--- src/rtl/cfg_twi_pkg.sv ---
package cfg_twi_pkg;
   typedef enum logic [2:0] {
      ST_IDLE,
      ST_RX,
      ST_ACK,
      ST_TX,
      ST_RACK
   } twi_st_e;

   typedef enum logic [1:0] {
      BK_ADDR,
      BK_PTR,
      BK_DATA
   } byte_kind_e;
endpackage

--- src/rtl/cfg_twi_sync.sv ---
module cfg_twi_sync #(
   parameter int STAGES  = 2,
   parameter bit RST_VAL = 1'b1
) (
   input  logic clk,
   input  logic rst_n,
   input  logic d,
   output logic q
);
   if (STAGES < 2) begin : g_bad_stages
      $error("cfg_twi_sync: STAGES must be at least 2");
   end

   logic [STAGES-1:0] chain;

   always_ff @(posedge clk or negedge rst_n) begin
      if (!rst_n) chain <= {STAGES{RST_VAL}};
      else        chain <= {chain[STAGES-2:0], d};
   end

   assign q = chain[STAGES-1];
endmodule

--- src/rtl/cfg_twi_fsm.sv ---
module cfg_twi_fsm
   import cfg_twi_pkg::*;
#(
   parameter logic [6:0] DEV_ADDR = 7'h2A,
   parameter int         NREG     = 16,
   localparam int        PW       = $clog2(NREG)
) (
   input  logic          clk,
   input  logic          rst_n,
   input  logic          par_sel,
   input  logic          scl_s,
   input  logic          sda_s,
   input  logic [7:0]    rd_data,
   output logic [PW-1:0] rd_idx,
   output logic          sda_oe,
   output logic          wr_en,
   output logic [PW-1:0] wr_idx,
   output logic [7:0]    wr_data
);
   twi_st_e    st;
   byte_kind_e kind;
   logic       scl_q, sda_q;
   logic [7:0] shreg, tx;
   logic [3:0] cnt;
   logic [PW-1:0] ptr;
   logic       is_rd, h_ack;

   logic scl_rise, scl_fall, start_c, stop_c;
   assign scl_rise = scl_s & ~scl_q;
   assign scl_fall = ~scl_s & scl_q;
   assign start_c  = scl_s & scl_q & sda_q & ~sda_s;
   assign stop_c   = scl_s & scl_q & ~sda_q & sda_s;

   assign rd_idx = (st == ST_RACK) ? PW'(ptr + 1'b1) : ptr;

   always_ff @(posedge clk or negedge rst_n) begin
      if (!rst_n) begin
         st      <= ST_IDLE;
         kind    <= BK_ADDR;
         scl_q   <= 1'b1;
         sda_q   <= 1'b1;
         shreg   <= '0;
         tx      <= '0;
         cnt     <= '0;
         ptr     <= '0;
         is_rd   <= 1'b0;
         h_ack   <= 1'b0;
         sda_oe  <= 1'b0;
         wr_en   <= 1'b0;
         wr_idx  <= '0;
         wr_data <= '0;
      end else begin
         scl_q <= scl_s;
         sda_q <= sda_s;
         wr_en <= 1'b0;
         if (par_sel) begin
            st     <= ST_IDLE;
            sda_oe <= 1'b0;
         end else if (start_c) begin
            st     <= ST_RX;
            kind   <= BK_ADDR;
            cnt    <= '0;
            sda_oe <= 1'b0;
         end else if (stop_c) begin
            st     <= ST_IDLE;
            sda_oe <= 1'b0;
         end else begin
            case (st)
               ST_RX: begin
                  if (scl_rise) begin
                     shreg <= {shreg[6:0], sda_s};
                     cnt   <= cnt + 4'd1;
                  end else if (scl_fall && cnt == 4'd8) begin
                     cnt <= '0;
                     case (kind)
                        BK_ADDR: begin
                           if (shreg[7:1] == DEV_ADDR) begin
                              sda_oe <= 1'b1;
                              is_rd  <= shreg[0];
                              kind   <= BK_PTR;
                              st     <= ST_ACK;
                           end else begin
                              st <= ST_IDLE;
                           end
                        end
                        BK_PTR: begin
                           ptr    <= shreg[PW-1:0];
                           kind   <= BK_DATA;
                           sda_oe <= 1'b1;
                           st     <= ST_ACK;
                        end
                        default: begin
                           wr_en   <= 1'b1;
                           wr_idx  <= ptr;
                           wr_data <= shreg;
                           ptr     <= PW'(ptr + 1'b1);
                           sda_oe  <= 1'b1;
                           st      <= ST_ACK;
                        end
                     endcase
                  end
               end
               ST_ACK: begin
                  if (scl_fall) begin
                     cnt <= '0;
                     if (is_rd) begin
                        tx     <= rd_data;
                        sda_oe <= ~rd_data[7];
                        st     <= ST_TX;
                     end else begin
                        sda_oe <= 1'b0;
                        st     <= ST_RX;
                     end
                  end
               end
               ST_TX: begin
                  if (scl_fall) begin
                     if (cnt == 4'd7) begin
                        sda_oe <= 1'b0;
                        cnt    <= '0;
                        st     <= ST_RACK;
                     end else begin
                        tx     <= {tx[6:0], 1'b0};
                        sda_oe <= ~tx[6];
                        cnt    <= cnt + 4'd1;
                     end
                  end
               end
               ST_RACK: begin
                  if (scl_rise) begin
                     h_ack <= ~sda_s;
                  end else if (scl_fall) begin
                     if (h_ack) begin
                        ptr    <= PW'(ptr + 1'b1);
                        tx     <= rd_data;
                        sda_oe <= ~rd_data[7];
                        cnt    <= '0;
                        st     <= ST_TX;
                     end else begin
                        st <= ST_IDLE;
                     end
                  end
               end
               default: ;
            endcase
         end
      end
   end
endmodule

--- src/rtl/cfg_twi_bank.sv ---
module cfg_twi_bank #(
   parameter int  NREG       = 16,
   parameter bit  RD_WORKING = 1'b0,
   localparam int PW         = $clog2(NREG)
) (
   input  logic              clk,
   input  logic              rst_n,
   input  logic              load_act,
   input  logic              wr_en,
   input  logic [PW-1:0]     wr_idx,
   input  logic [7:0]        wr_data,
   input  logic [PW-1:0]     rd_idx,
   output logic [7:0]        rd_data,
   output logic [NREG*8-1:0] pre_flat,
   output logic [NREG*8-1:0] work_flat
);
   logic [7:0] pre  [NREG];
   logic [7:0] work [NREG];

   for (genvar i = 0; i < NREG; i++) begin : g_reg
      always_ff @(posedge clk or negedge rst_n) begin
         if (!rst_n)                          pre[i] <= '0;
         else if (wr_en && wr_idx == PW'(i))  pre[i] <= wr_data;
      end
      always_ff @(posedge clk or negedge rst_n) begin
         if (!rst_n)        work[i] <= '0;
         else if (load_act) work[i] <= pre[i];
      end
      assign pre_flat[i*8 +: 8]  = pre[i];
      assign work_flat[i*8 +: 8] = work[i];
   end

   if (RD_WORKING) begin : g_rd_work
      assign rd_data = work[rd_idx];
   end else begin : g_rd_pre
      assign rd_data = pre[rd_idx];
   end
endmodule

--- src/rtl/cfg_twi_target.sv ---
module cfg_twi_target #(
   parameter logic [6:0] DEV_ADDR    = 7'h2A,
   parameter int         NREG        = 16,
   parameter int         SYNC_STAGES = 2,
   parameter bit         RD_WORKING  = 1'b0,
   localparam int        PW          = $clog2(NREG),
   localparam int        FLATW       = NREG * 8
) (
   input  logic             clk,
   input  logic             rst_n,
   input  logic             par_sel,
   input  logic             scl_i,
   input  logic             sda_i,
   output logic             sda_oe,
   input  logic             load_n,
   output logic [FLATW-1:0] work_regs
);
   if (NREG < 2 || NREG > 256 || (NREG & (NREG - 1)) != 0) begin : g_bad_nreg
      $error("cfg_twi_target: NREG must be a power of two in 2..256");
   end

   logic scl_s, sda_s, load_s, load_act;
   logic [7:0] rd_data;
   logic [PW-1:0] rd_idx, wr_idx;
   logic wr_en;
   logic [7:0] wr_data;
   logic [FLATW-1:0] pre_flat;

   cfg_twi_sync #(.STAGES(SYNC_STAGES), .RST_VAL(1'b1)) u_sync_scl (
      .clk(clk), .rst_n(rst_n), .d(scl_i), .q(scl_s));
   cfg_twi_sync #(.STAGES(SYNC_STAGES), .RST_VAL(1'b1)) u_sync_sda (
      .clk(clk), .rst_n(rst_n), .d(sda_i), .q(sda_s));
   cfg_twi_sync #(.STAGES(SYNC_STAGES), .RST_VAL(1'b1)) u_sync_load (
      .clk(clk), .rst_n(rst_n), .d(load_n), .q(load_s));

   assign load_act = ~load_s;

   cfg_twi_fsm #(.DEV_ADDR(DEV_ADDR), .NREG(NREG)) u_fsm (
      .clk(clk), .rst_n(rst_n), .par_sel(par_sel),
      .scl_s(scl_s), .sda_s(sda_s),
      .rd_data(rd_data), .rd_idx(rd_idx),
      .sda_oe(sda_oe), .wr_en(wr_en), .wr_idx(wr_idx), .wr_data(wr_data));

   cfg_twi_bank #(.NREG(NREG), .RD_WORKING(RD_WORKING)) u_bank (
      .clk(clk), .rst_n(rst_n), .load_act(load_act),
      .wr_en(wr_en), .wr_idx(wr_idx), .wr_data(wr_data),
      .rd_idx(rd_idx), .rd_data(rd_data),
      .pre_flat(pre_flat), .work_flat(work_regs));
endmodule

--- config.mk ---
export PLATFORM = sky130hd
export DESIGN_NAME = cfg_twi_target
export DESIGN_NICKNAME = d
export VERILOG_FILES = /design/src/rtl/cfg_twi_pkg.sv /design/src/rtl/cfg_twi_sync.sv /design/src/rtl/cfg_twi_fsm.sv /design/src/rtl/cfg_twi_bank.sv /design/src/rtl/cfg_twi_target.sv
export SDC_FILE = /design/constraint.sdc
export NUM_CORES = 1
export LEC_CHECK = 0
export CAP_MARGIN = 20
export CORE_MARGIN = 2
export CORE_UTILIZATION = 45
export DETAILED_ROUTE_END_ITERATION = 8
export DONT_BUFFER_PORTS = 1
export GPL_TIMING_DRIVEN = 1
export SYNTH_ARGS = -nofsm -noshare
export SYNTH_HDL_FRONTEND = slang
export SYNTH_SLANG_ARGS = --single-unit
--- constraint.sdc ---
create_clock -name clk -period 4.32 [get_ports clk]
set_clock_uncertainty 0.05 [all_clocks]
set_input_delay 0.432 -clock clk [delete_from_list [all_inputs] [get_ports clk]]
set_output_delay 0.432 -clock clk [all_outputs]
set_load 0.02 [all_outputs]
# Word-level counts from Yosys, hierarchy flattened
# Cells that the tools add are included.
[word_totals]
reg_bits = 308
latchBits = 0
ram_bits = 0
romBits = 0
input_bits = 6
out_inout_bits = 129
wordCells = 233
mem_count = 0
[op_classes]
n_addsub = 2
multipliers = 0
div_mod_pow = 0
order_cmp = 1
eq_ne = 51
shift = 0
n_mux = 74
bitwise_logic = 19
reduce_logical = 37
[op_table]
columns = ["op", "count"]
rows = [
  ["2-to-1 mux 4 bit", 16],
  ["2-to-1 mux 7 bit", 7],
  ["== test 4 bit, second input constant", 9],
  ["binary-select mux 8 bit (select 4 bit)", 1],
  ["2-to-1 mux 3 bit", 10],
  ["inequality test 5 x 2 -> 1 bit, second input constant", 6],
  ["2-to-1 mux 1 bit", 21],
  ["case mux 7 bit (3 select lines)", 1],
  ["== test 4 x 3 -> 1 bit, second input constant", 5],
  ["2-to-1 mux 2 bit", 10],
  ["AND reduction 9 bit", 2],
  ["logical AND 1 bit", 17],
  ["2-to-1 mux 8 bit", 2],
  ["case mux 4 bit (2 select lines)", 2],
  ["case mux 4 bit (4 select lines)", 1],
  ["AND reduction 8 bit", 2],
  ["inequality test 3 x 1 -> 1 bit, second input constant", 5],
  ["inequality test 2 x 1 -> 1 bit, second input constant", 7],
  ["AND reduction 7 bit", 2],
  ["case mux 3 bit (4 select lines)", 1],
  ["NOT 1 bit", 11],
  ["AND reduction 11 bit", 1],
  ["inequality test 2 bit, second input constant", 5],
  ["inequality test 5 bit, second input constant", 2],
  ["25 further kinds", 38],
]

# Longest topological paths before layout
# Gate-level depths: netlist of the first run.
[depth]
ltp_word = 14
ltp_mapped = 10
depth_no_buf = 8

# Cells and area by module
# Synthesis of the first run repeated with hierarchy kept, for this count alone.
[hier_totals]
cells_unflattened = 892
hier_area_um2 = 13309.0
[by_module_without_submodules]
columns = ["module", "instances", "cells_per_inst", "area_each_um2", "seq_area_each_um2"]
rows = [
  ["cfg_twi_bank", 1, 633, 10632.7, 6406.1],
  ["cfg_twi_fsm", 1, 252, 2514.9, 1153.6],
  ["cfg_twi_sync", 3, 2, 52.6, 52.6],
  ["cfg_twi_target", 1, 1, 3.8, 0.0],
]

# Least setup slack after synthesis of the first run
# Ideal clock, no wire load.
[synth_timing]
path_type = "reg2reg"
from = "reg u_fsm.ptr[1]"
to = "reg u_fsm.tx[5]"
setup_time_ps = 123
arrival_time_ps = 2309
required_ps = 4147
path_slack_ps = 1838
stages_incl_launch_ff = 8
path_buffers = 1
period_less_slack_ps = 2482
path_cell_list = "dfrtp_1 > ha_1 > or4b_4 > buf_2 > o221ai_1 > o22ai_1 > a221o_1 > o221a_1"
[synth_via]
elab_chain_cells = 10
elab_cells_between_ends = 12
cone_classes = "add/sub: 1; mux: 10; bitwise: 1"
[synth_lines]
columns = ["element", "line_no", "source"]
rows = [
  ["from (decl)", "cfg_twi_fsm.sv:25", "logic [PW-1:0] ptr;"],
  ["from (signal assigned)", "cfg_twi_fsm.sv:87", "ptr <= shreg[PW-1:0];"],
  ["from (signal assigned)", "cfg_twi_fsm.sv:96", "ptr <= PW'(ptr + 1'b1);"],
  ["from (signal assigned)", "cfg_twi_fsm.sv:134", "ptr <= PW'(ptr + 1'b1);"],
  ["adder 4 x 1 -> 4 bit", "cfg_twi_fsm.sv:34", "assign rd_idx = (st == ST_RACK) ? PW'(ptr + 1'b1) : ptr;"],
  ["2-to-1 mux 4 bit *", "cfg_twi_fsm.sv:34", ""],
  ["NOT 4 -> 5 bit (not written as such) *", "cfg_twi_bank.sv:36", "assign rd_data = pre[rd_idx];"],
  ["binary-select mux 8 bit (select 4 bit) *", "cfg_twi_bank.sv:36", ""],
  ["2-to-1 mux 8 bit (not written as such) * (2 in series)", "cfg_twi_bank.sv:36", ""],
  ["2-to-1 mux 7 bit", "cfg_twi_fsm.sv:133", "if (h_ack) begin"],
  ["2-to-1 mux 7 bit", "cfg_twi_fsm.sv:132", "end else if (scl_fall) begin"],
  ["2-to-1 mux 7 bit", "cfg_twi_fsm.sv:130", "if (scl_rise) begin"],
  ["case mux 7 bit (3 select lines) *", "cfg_twi_fsm.sv:68", "case (st)"],
  ["to (signal assigned)", "cfg_twi_fsm.sv:107", "tx <= rd_data;"],
  ["to (signal assigned)", "cfg_twi_fsm.sv:123", "tx <= {tx[6:0], 1'b0};"],
  ["to (signal assigned)", "cfg_twi_fsm.sv:135", "tx <= rd_data;"],
  ["to (decl)", "cfg_twi_fsm.sv:23", "logic [7:0] shreg, tx;"],
]
# Every way passes the cells marked *; elsewhere a longest branch is shown, timed or not. The select of a mux whose other input is x is not followed.
# A chain may end at the register's enable or synchronous reset.

# Worst setup path after layout of the first run
[layout_timing]
from = "reg u_fsm.ptr[0]"
to = "reg u_fsm.tx[3]"
# The elaborated chain is that of the path after synthesis.

==> results of run 1 <==
[power breakdown]
part           total (mW)  switching, mW  internal (mW)
Combinational       0.947          0.558          0.390
Clock                2.95           1.16           1.79
Sequential           3.08          0.126           2.95
[worst reg2reg max path, cell delays in order (launching register included)]
cell,delay [ps]
dfrtp_2,610
ha_1,510
nand4bb_2,770
buf_12,460
o32a_1,190
o211ai_1,80
o21ai_0,120
a221oi_1,330
a221oi_1,140
[through the flow]
| step | util | setup slack [ps] | power [mW] | instance area (sq um) |
|---|---|---|---|---|
| 2_1_floorplan | - | 1840 | 3.85 | 14200 |
| 3_3_place_gp | 0.467 | 1060 | 4.04 | 14400 |
| 3_5_place_dp | 0.467 | 975 | 4.06 | 14400 |
| 4_1_cts | 0.505 | 950 | 7.03 | 15600 |
| 5_1_grt | 0.505 | 690 | 7.27 | 15600 |
| 6_report | 0.505 | 919 | 6.98 | 15600 |
[flip-flops by register name (all words and copies together), names as in the netlist]
register / cells
u_fsm.ptr: 4
u_bank.work_flat: 128
u_fsm.shreg: 8
u_fsm.wr_idx: 4
u_fsm.cnt: 4
u_sync_sda.chain: 2
u_bank.pre_flat: 128
u_sync_scl.chain: 2
u_fsm.sda_q: 1
u_fsm.st: 3
u_fsm.sda_oe: 1
u_fsm.tx: 7
u_fsm.kind: 2
u_fsm.scl_q: 1
u_fsm.is_rd: 1
u_fsm.wr_data: 8
u_fsm.h_ack: 1
u_fsm.wr_en: 1
u_sync_load.chain: 2
[cells in the final DEF (no fill, tap or decap), types with 3 or more instances in the layout]
cell	count
o221ai_1	33
nand3b_1	5
o21ai_1	7
or3_1	3
a31oi_1	7
dfrtp_1	299
o31ai_1	3
mux2i_1	15
a22o_1	4
clkbuf_8	6
o21ai_0	39
nor2b_1	5
ha_1	3
o22ai_1	36
nor3_1	24
clkbuf_1	10
o32ai_1	11
o32a_1	4
and2_1	6
o211ai_1	5
nand2b_1	11
xnor2_1	3
mux2_2	278
or4_1	8
dlygate4sd3_1	3
clkbuf_16	37
a211oi_1	8
dfstp_2	7
a22oi_1	10
nor4_1	3
nand2_1	37
inv_1	13
a221oi_1	7
a21oi_1	23
nand3_1	13
buf_4	11
nor2_1	49
[synthesized netlist by cell type, types with 5 or more instances]
library cell	number
dfrtp_1	300
mux2_2	278
nor2_1	49
clkbuf_1	44
o21ai_0	39
nand2_1	37
o22ai_1	36
o221ai_1	33
nor3_1	24
a21oi_1	23
buf_2	18
mux2i_1	15
inv_1	13
nand3_1	13
nand2b_1	11
o32ai_1	11
a22oi_1	10
a211oi_1	8
dfstp_2	8
or4_1	8
a221oi_1	7
a31oi_1	7
buf_4	7
o21ai_1	7
and2_1	6
buf_1	5
buf_6	5
nand3b_1	5
nor2b_1	5
o211ai_1	5
[how the worst min path moves through the flow]
stage | slack, ps | cells past startpoint | end | startpoint
2_1_floorplan | 90 | 0 | u_bank.pre_flat[0]$_DFFE_PN0P_ | rst_n
3_3_place_gp | 100 | 0 | u_bank.work_flat[106]$_DFFE_PN0N_ | rst_n
3_5_place_dp | 100 | 0 | u_bank.work_flat[106]$_DFFE_PN0N_ | rst_n
4_1_cts | -440 | 0 | u_bank.work_flat[106]$_DFFE_PN0N_ | rst_n
5_1_grt | -440 | 0 | u_bank.work_flat[106]$_DFFE_PN0N_ | rst_n
6_report | -410 | 0 | u_bank.work_flat[106]$_DFFE_PN0N_ | rst_n
[area by class of cell]
class	count	area, sq um
fillers	2659	15300
inverters	13	48.8
clock inverters	8	103
clock buffers	53	1050
well taps	396	495
flip-flops and latches	308	7720
multi-input cells	715	6030
repair buffers	15	133
[cell families after synthesis]
family,synth area share
AOI/OAI and AO/OA,0.113
adders and majority gates,0.00265
muxes,0.233
xor gates and xnor gates,0.00309
and+or+nand+nor,0.0735
DFF,0.544
buffers and inverters,0.0305
[metal layers]
layer  wire length (microns)  up-vias
li1                        -     4177
met4                     815        0
met1                   16600     4807
met2                   16100      373
met5                       0        -
met3                    2860       68
==> run metrics, run 1 <==
DRC viols=0; root buf cell=clkbuf_16; final hold violation count=300; CTS sink cnt=308; Starting Density=0.460; initial DRC count=766; vias in the first global route=9222; I/O pin count=135; Async S/R FF share, synth=1.00; CTS tree=yes; initial antenna violation count=0; Setup crit start=u_fsm.ptr[0]$_DFFE_PN0P_; later-pin clock latency in the skew report=510 ps; top_reg_cell synth=dfrtp_1; number of synthesized register bits=308; Reg2Reg Launch Point=u_fsm.ptr[0]$_DFFE_PN0P_; CTS Hold Buffers Added=3; num rows=64; yosys synthesis warning count=0; Synth Net Count=1124; HPWL Detailed=24300 microns; ANT nets after route=0; mapped cell area=14200 sq um; Area growth syn-to-layout=9.90%; max-slew violation count=0; non-filler instance count after layout=1508; outcome=finished with violations; final worst path period need=3400 ps; Fmax=294 MHz; CP Launch Type=register; Leak=7.28 nW; most used routing layer=met2; max_slew headroom=0.270; reg2reg setup slack=920 ps; Finish-stage setup viols=0; Worst-path clk slew=60 ps; Horiz. Die Dim=181 microns; layout cells sized above 1=0.335; CP Max Fanout=33; CP bufs+invs=1; Min-Delay Path Class=input pin to async pin; PD cells=448 nW/um^2; R2R depth=8; CP Data Arrival Time=3720 ps; top cell type's share of synthesized area=0.530; TritonCTS Buffers=35; via/cell ratio=6.25; die height=181 microns; GRT Util Overall=0.222; Detailed Routing Iterations Pass 1=5; met3 usage=0.0443; Post-CTS Resized=0; Antenna diodes=0; unrepaired setup endpoints after global routing=false; Post-synth EDFFs=0; Post-Syn Area per Cell=12.7 sq um; Setup Buffers After CTS=0; number of H-tree levels=2; Fin Hold WS=-413 ps; kind of end point of the critical path=register; count of input and output buffers=0; slowest stage delay, CP=770 ps; largest cells by area after synthesis=dfrtp_1 (53%), mux2_2 (22%), o221ai_1 (2.0%), o22ai_1 (1.6%), dfstp_2 (1.5%); Post-Synthesis Cells=1115; Layout Nets=1097; met2 Track Usage GR=0.333; Post-Route Setup TNS=0 ps; Crit path required time=4640 ps; Largest delay share family, worst path=compound AO/OA/AOI/OAI gates; Critical Path End=u_fsm.tx[3]$_DFFE_PN0P_; CP Class=register to register; Worst path depth=8; CTS Buffer Depth=3; Final Wtd Congestion=0.873; Routed Wire Length=36400 microns; met1 usage=0.328; core area=30800 sq um; largest net degree at the start of global routing=309; slowest stage cell, crit path=nand4bb_2; Netlist cell types=80; Worst Max-Slew Pin Slew=1090 ps; cell taking the most area after synthesis=dfrtp_1; first-pass GRT wire length=57000 microns; final critical-path share of the clock period=0.787; Placed Cells=1444; wire per inst=24.1 microns; Die ar.=32900 sq um; Max Cap Viol=0; failing checks=negative hold slack; remaining global-route overflow=0; vias=9425; r2r endpoint=u_fsm.tx[3]$_DFFE_PN0P_; cell mode on critical path=a221oi_1; Max VDD drop=0.376 mV; sequential area share after synthesis=0.544; Cell Chain, Critical Path=ha_1, nand4bb_2, buf_12, o32a_1, o211ai_1, o21ai_0, a221oi_1, a221oi_1
Note: power is estimated with default switching activity, not from simulation.
==> inputs of run 2 (changes only) <==
--- a/config.mk
+++ b/config.mk
@@ -5,6 +5,7 @@
 export SDC_FILE = /design/constraint.sdc
 export NUM_CORES = 1
 export LEC_CHECK = 0
+export ABC_AREA = 1
 export CAP_MARGIN = 20
 export CORE_MARGIN = 2
 export CORE_UTILIZATION = 45
==> constraint.sdc (replaced) <==
create_clock -name clk -period 3.4 [get_ports clk]
set_clock_uncertainty 0.05 [all_clocks]
set_input_delay 0.34 -clock clk [delete_from_list [all_inputs] [get_ports clk]]
set_output_delay 0.34 -clock clk [all_outputs]
set_load 0.02 [all_outputs]
==> run metrics, run 2 <==
num rows=62; non-filler instance count after layout=1846; Finish-stage setup viols=0; Cell Chain, Critical Path=nand2_2, nand2_1, nand2_1, buf_4, nand2_1, o211ai_1, nand3_1, nand3_1, nand3_1, nand2_1, nand2_1; remaining global-route overflow=0; unrepaired setup endpoints after global routing=false; Post-Synthesis Cells=1459; sequential area share after synthesis=0.587; root buf cell=clkbuf_16; core area=28800 sq um; cell taking the most area after synthesis=dfrtp_1; Power Internal=7.34 mW; GRT Util Overall=0.236; outcome=finished with violations; Worst Max-Slew Pin Slew=865 ps; slowest stage cell, crit path=dfrtp_1; max_slew headroom=0.421; Starting Density=0.457; Reg area=7720 sq um; initial antenna violation count=0; Final Wtd Congestion=0.934; Fin Hold WS=-529 ps; Detailed Routing Iterations Pass 1=5; Setup WS pre-CTS=898 ps; Util after Layout=0.513; Tot Pwr=10.7 mW; Layout Nets=1443; Async S/R FF share, synth=1.00; CTS tree=yes; kind of end point of the critical path=register; Net Sw Frac=0.315; Multi-input gate area=4530 sq um; wire per inst=19.3 microns; vias=9832; ANT nets after route=0; top_reg_cell synth=dfrtp_1; CP Launch Type=register; max-slew violation count=0; Leak=6.74 nW; number of H-tree levels=2; r2r endpoint=u_fsm.tx[5]$_DFFE_PN0P_; Fmax=391 MHz; Netlist cell types=35; commonest non-fill, non-tap cell in the layout=nand2_1; CP Max Fanout=40; final hold violation count=308; later-pin clock latency in the skew report=520 ps; via/cell ratio=5.33; Placed Instance Area=13400 sq um; CP Data Arrival Time=2920 ps; top cell type's share of synthesized area=0.571; yosys synthesis warning count=0; proportion of power drawn by combinational gates=0.231; Worst-path clk slew=60 ps; CTS Buffer Depth=3; Clk pwr share=0.405; FILL cells=2681; Setup Buffers After CTS=0; register share of total power=0.365; Post-synth EDFFs=0; CTS Hold Buffers Added=4; TritonCTS Buffers=36; PD cells=726 nW/um^2; count of input and output buffers=0; Post-Syn Area per Cell=9.02 sq um; Max Cap Viol=0; vias in the first global route=9500; final critical-path share of the clock period=0.752; Switch Pwr=3.37 mW; post-route cell area=14800 sq um; slowest stage delay, CP=450 ps; Die ar.=30600 sq um; CP Class=register to register; worst setup margin=842 ps; Crit path required time=3760 ps; most frequent cells in the layout=nand2_1 (412), dfrtp_1 (300), o21ai_0 (262); Area growth syn-to-layout=12.1%; Setup crit start=u_fsm.st[2]$_DFFE_PN0P_; Post-Route Setup TNS=0 ps; Synth Net Count=1468; die height=175 microns; Reg2Reg Launch Point=u_fsm.st[2]$_DFFE_PN0P_; R2R depth=11; HPWL Detailed=24200 microns; failing checks=negative hold slack; Routed Wire Length=35600 microns; reg2reg setup slack=840 ps; CTS sink cnt=308; initial DRC count=968; DRC viols=0; Placed Cells=1776; first-pass GRT wire length=55700 microns; largest net degree at the start of global routing=309; final worst path period need=2560 ps; layout cells sized above 1=0.0862; Min-Delay Path Class=input pin to async pin; number of synthesized register bits=308; Max VDD drop=0.467 mV; mapped cell area=13200 sq um; count leader, synth=nand2_1; Horiz. Die Dim=175 microns; largest cells by area after synthesis=dfrtp_1 (57%), nand2_1 (12%), o21ai_0 (10%), inv_1 (4.1%), nand3_1 (4.0%); cell mode on critical path=nand2_1; Post-synth top cells=nand2_1 (412), dfrtp_1 (300), o21ai_0 (262), inv_1 (143), nand3_1 (104); I/O pin count=135
run 2: changes by cell type after synthesis, sizes merged, moves of 15 or more:
cell | before | now
nor3 | 25 | 1
o21ai | 46 | 271
o221ai | 33 | 0
nand2 | 39 | 415
o22ai | 36 | 1
mux2 | 278 | 32
a21oi | 24 | 5
inv | 13 | 146
mux2i | 15 | 0
o211ai | 5 | 35
nand3 | 15 | 105
run 2: worst max path at each step:
stage	to
4_1_cts	u_fsm.sda_oe$_DFFE_PN0P_
6_report	u_fsm.tx[5]$_DFFE_PN0P_
3_3_place_gp	u_fsm.sda_oe$_DFFE_PN0P_
5_1_grt	u_fsm.sda_oe$_DFFE_PN0P_
2_1_floorplan	u_fsm.sda_oe$_DFFE_PN0P_
3_5_place_dp	u_fsm.sda_oe$_DFFE_PN0P_
run 2: cells by family after synthesis:
group | count (synthesis) | share of synthesized area
adders and majority gates | 3 | 0.00285
and+or+nand+nor | 575 | 0.180
AOI/OAI and AO/OA | 316 | 0.132
muxes | 32 | 0.0274
buffers and inverters | 221 | 0.0689
xor gates and xnor gates | 4 | 0.00266
DFF | 308 | 0.587
run 2: area by class of cell:
class / instances / share of cell area
Antenna cell: 1 / 0.000170
Timing Repair Buffer: 12 / 0.00848
Clock inverter: 14 / 0.0193
Tap cell: 384 / 0.0326
Clock buffer: 51 / 0.0718
Inverter: 146 / 0.0372
Sequential cell: 308 / 0.523
Multi-Input combinational cell: 930 / 0.307
run 2: metal layers:
layer,vias up,wire length [microns],global-route usage
li1,4704,-,-
met1,4766,15300,0.315
met2,293,17100,0.384
met3,69,2150,0.0490
met4,0,1110,0.0858
met5,-,0,0
run 2: critical path, delay by kind of cell, from the launching register on:
kind	cells	cell delay, ps
DFF	1	450
AOI/OAI and AO/OA	1	130
and+or+nand+nor	9	1350
buffers and inverters	1	450
run 2: timing repair:
action                     4_1_cts  5_1_grt
hold endpoints to repair       315      308
setup endpoints to repair        0        0
gates resized for setup          0        0
run 2: power groups by stage:
stage | registers (mW) | logic, mW | clock network, mW
finish | 3.91 | 2.47 | 4.33
global route | 3.92 | 2.77 | 4.56
CTS | 3.90 | 2.43 | 4.40
detailed placement | 3.97 | 2.42 | 0
global placement | 3.96 | 2.38 | 0
floorplan | 3.93 | 2.02 | 0
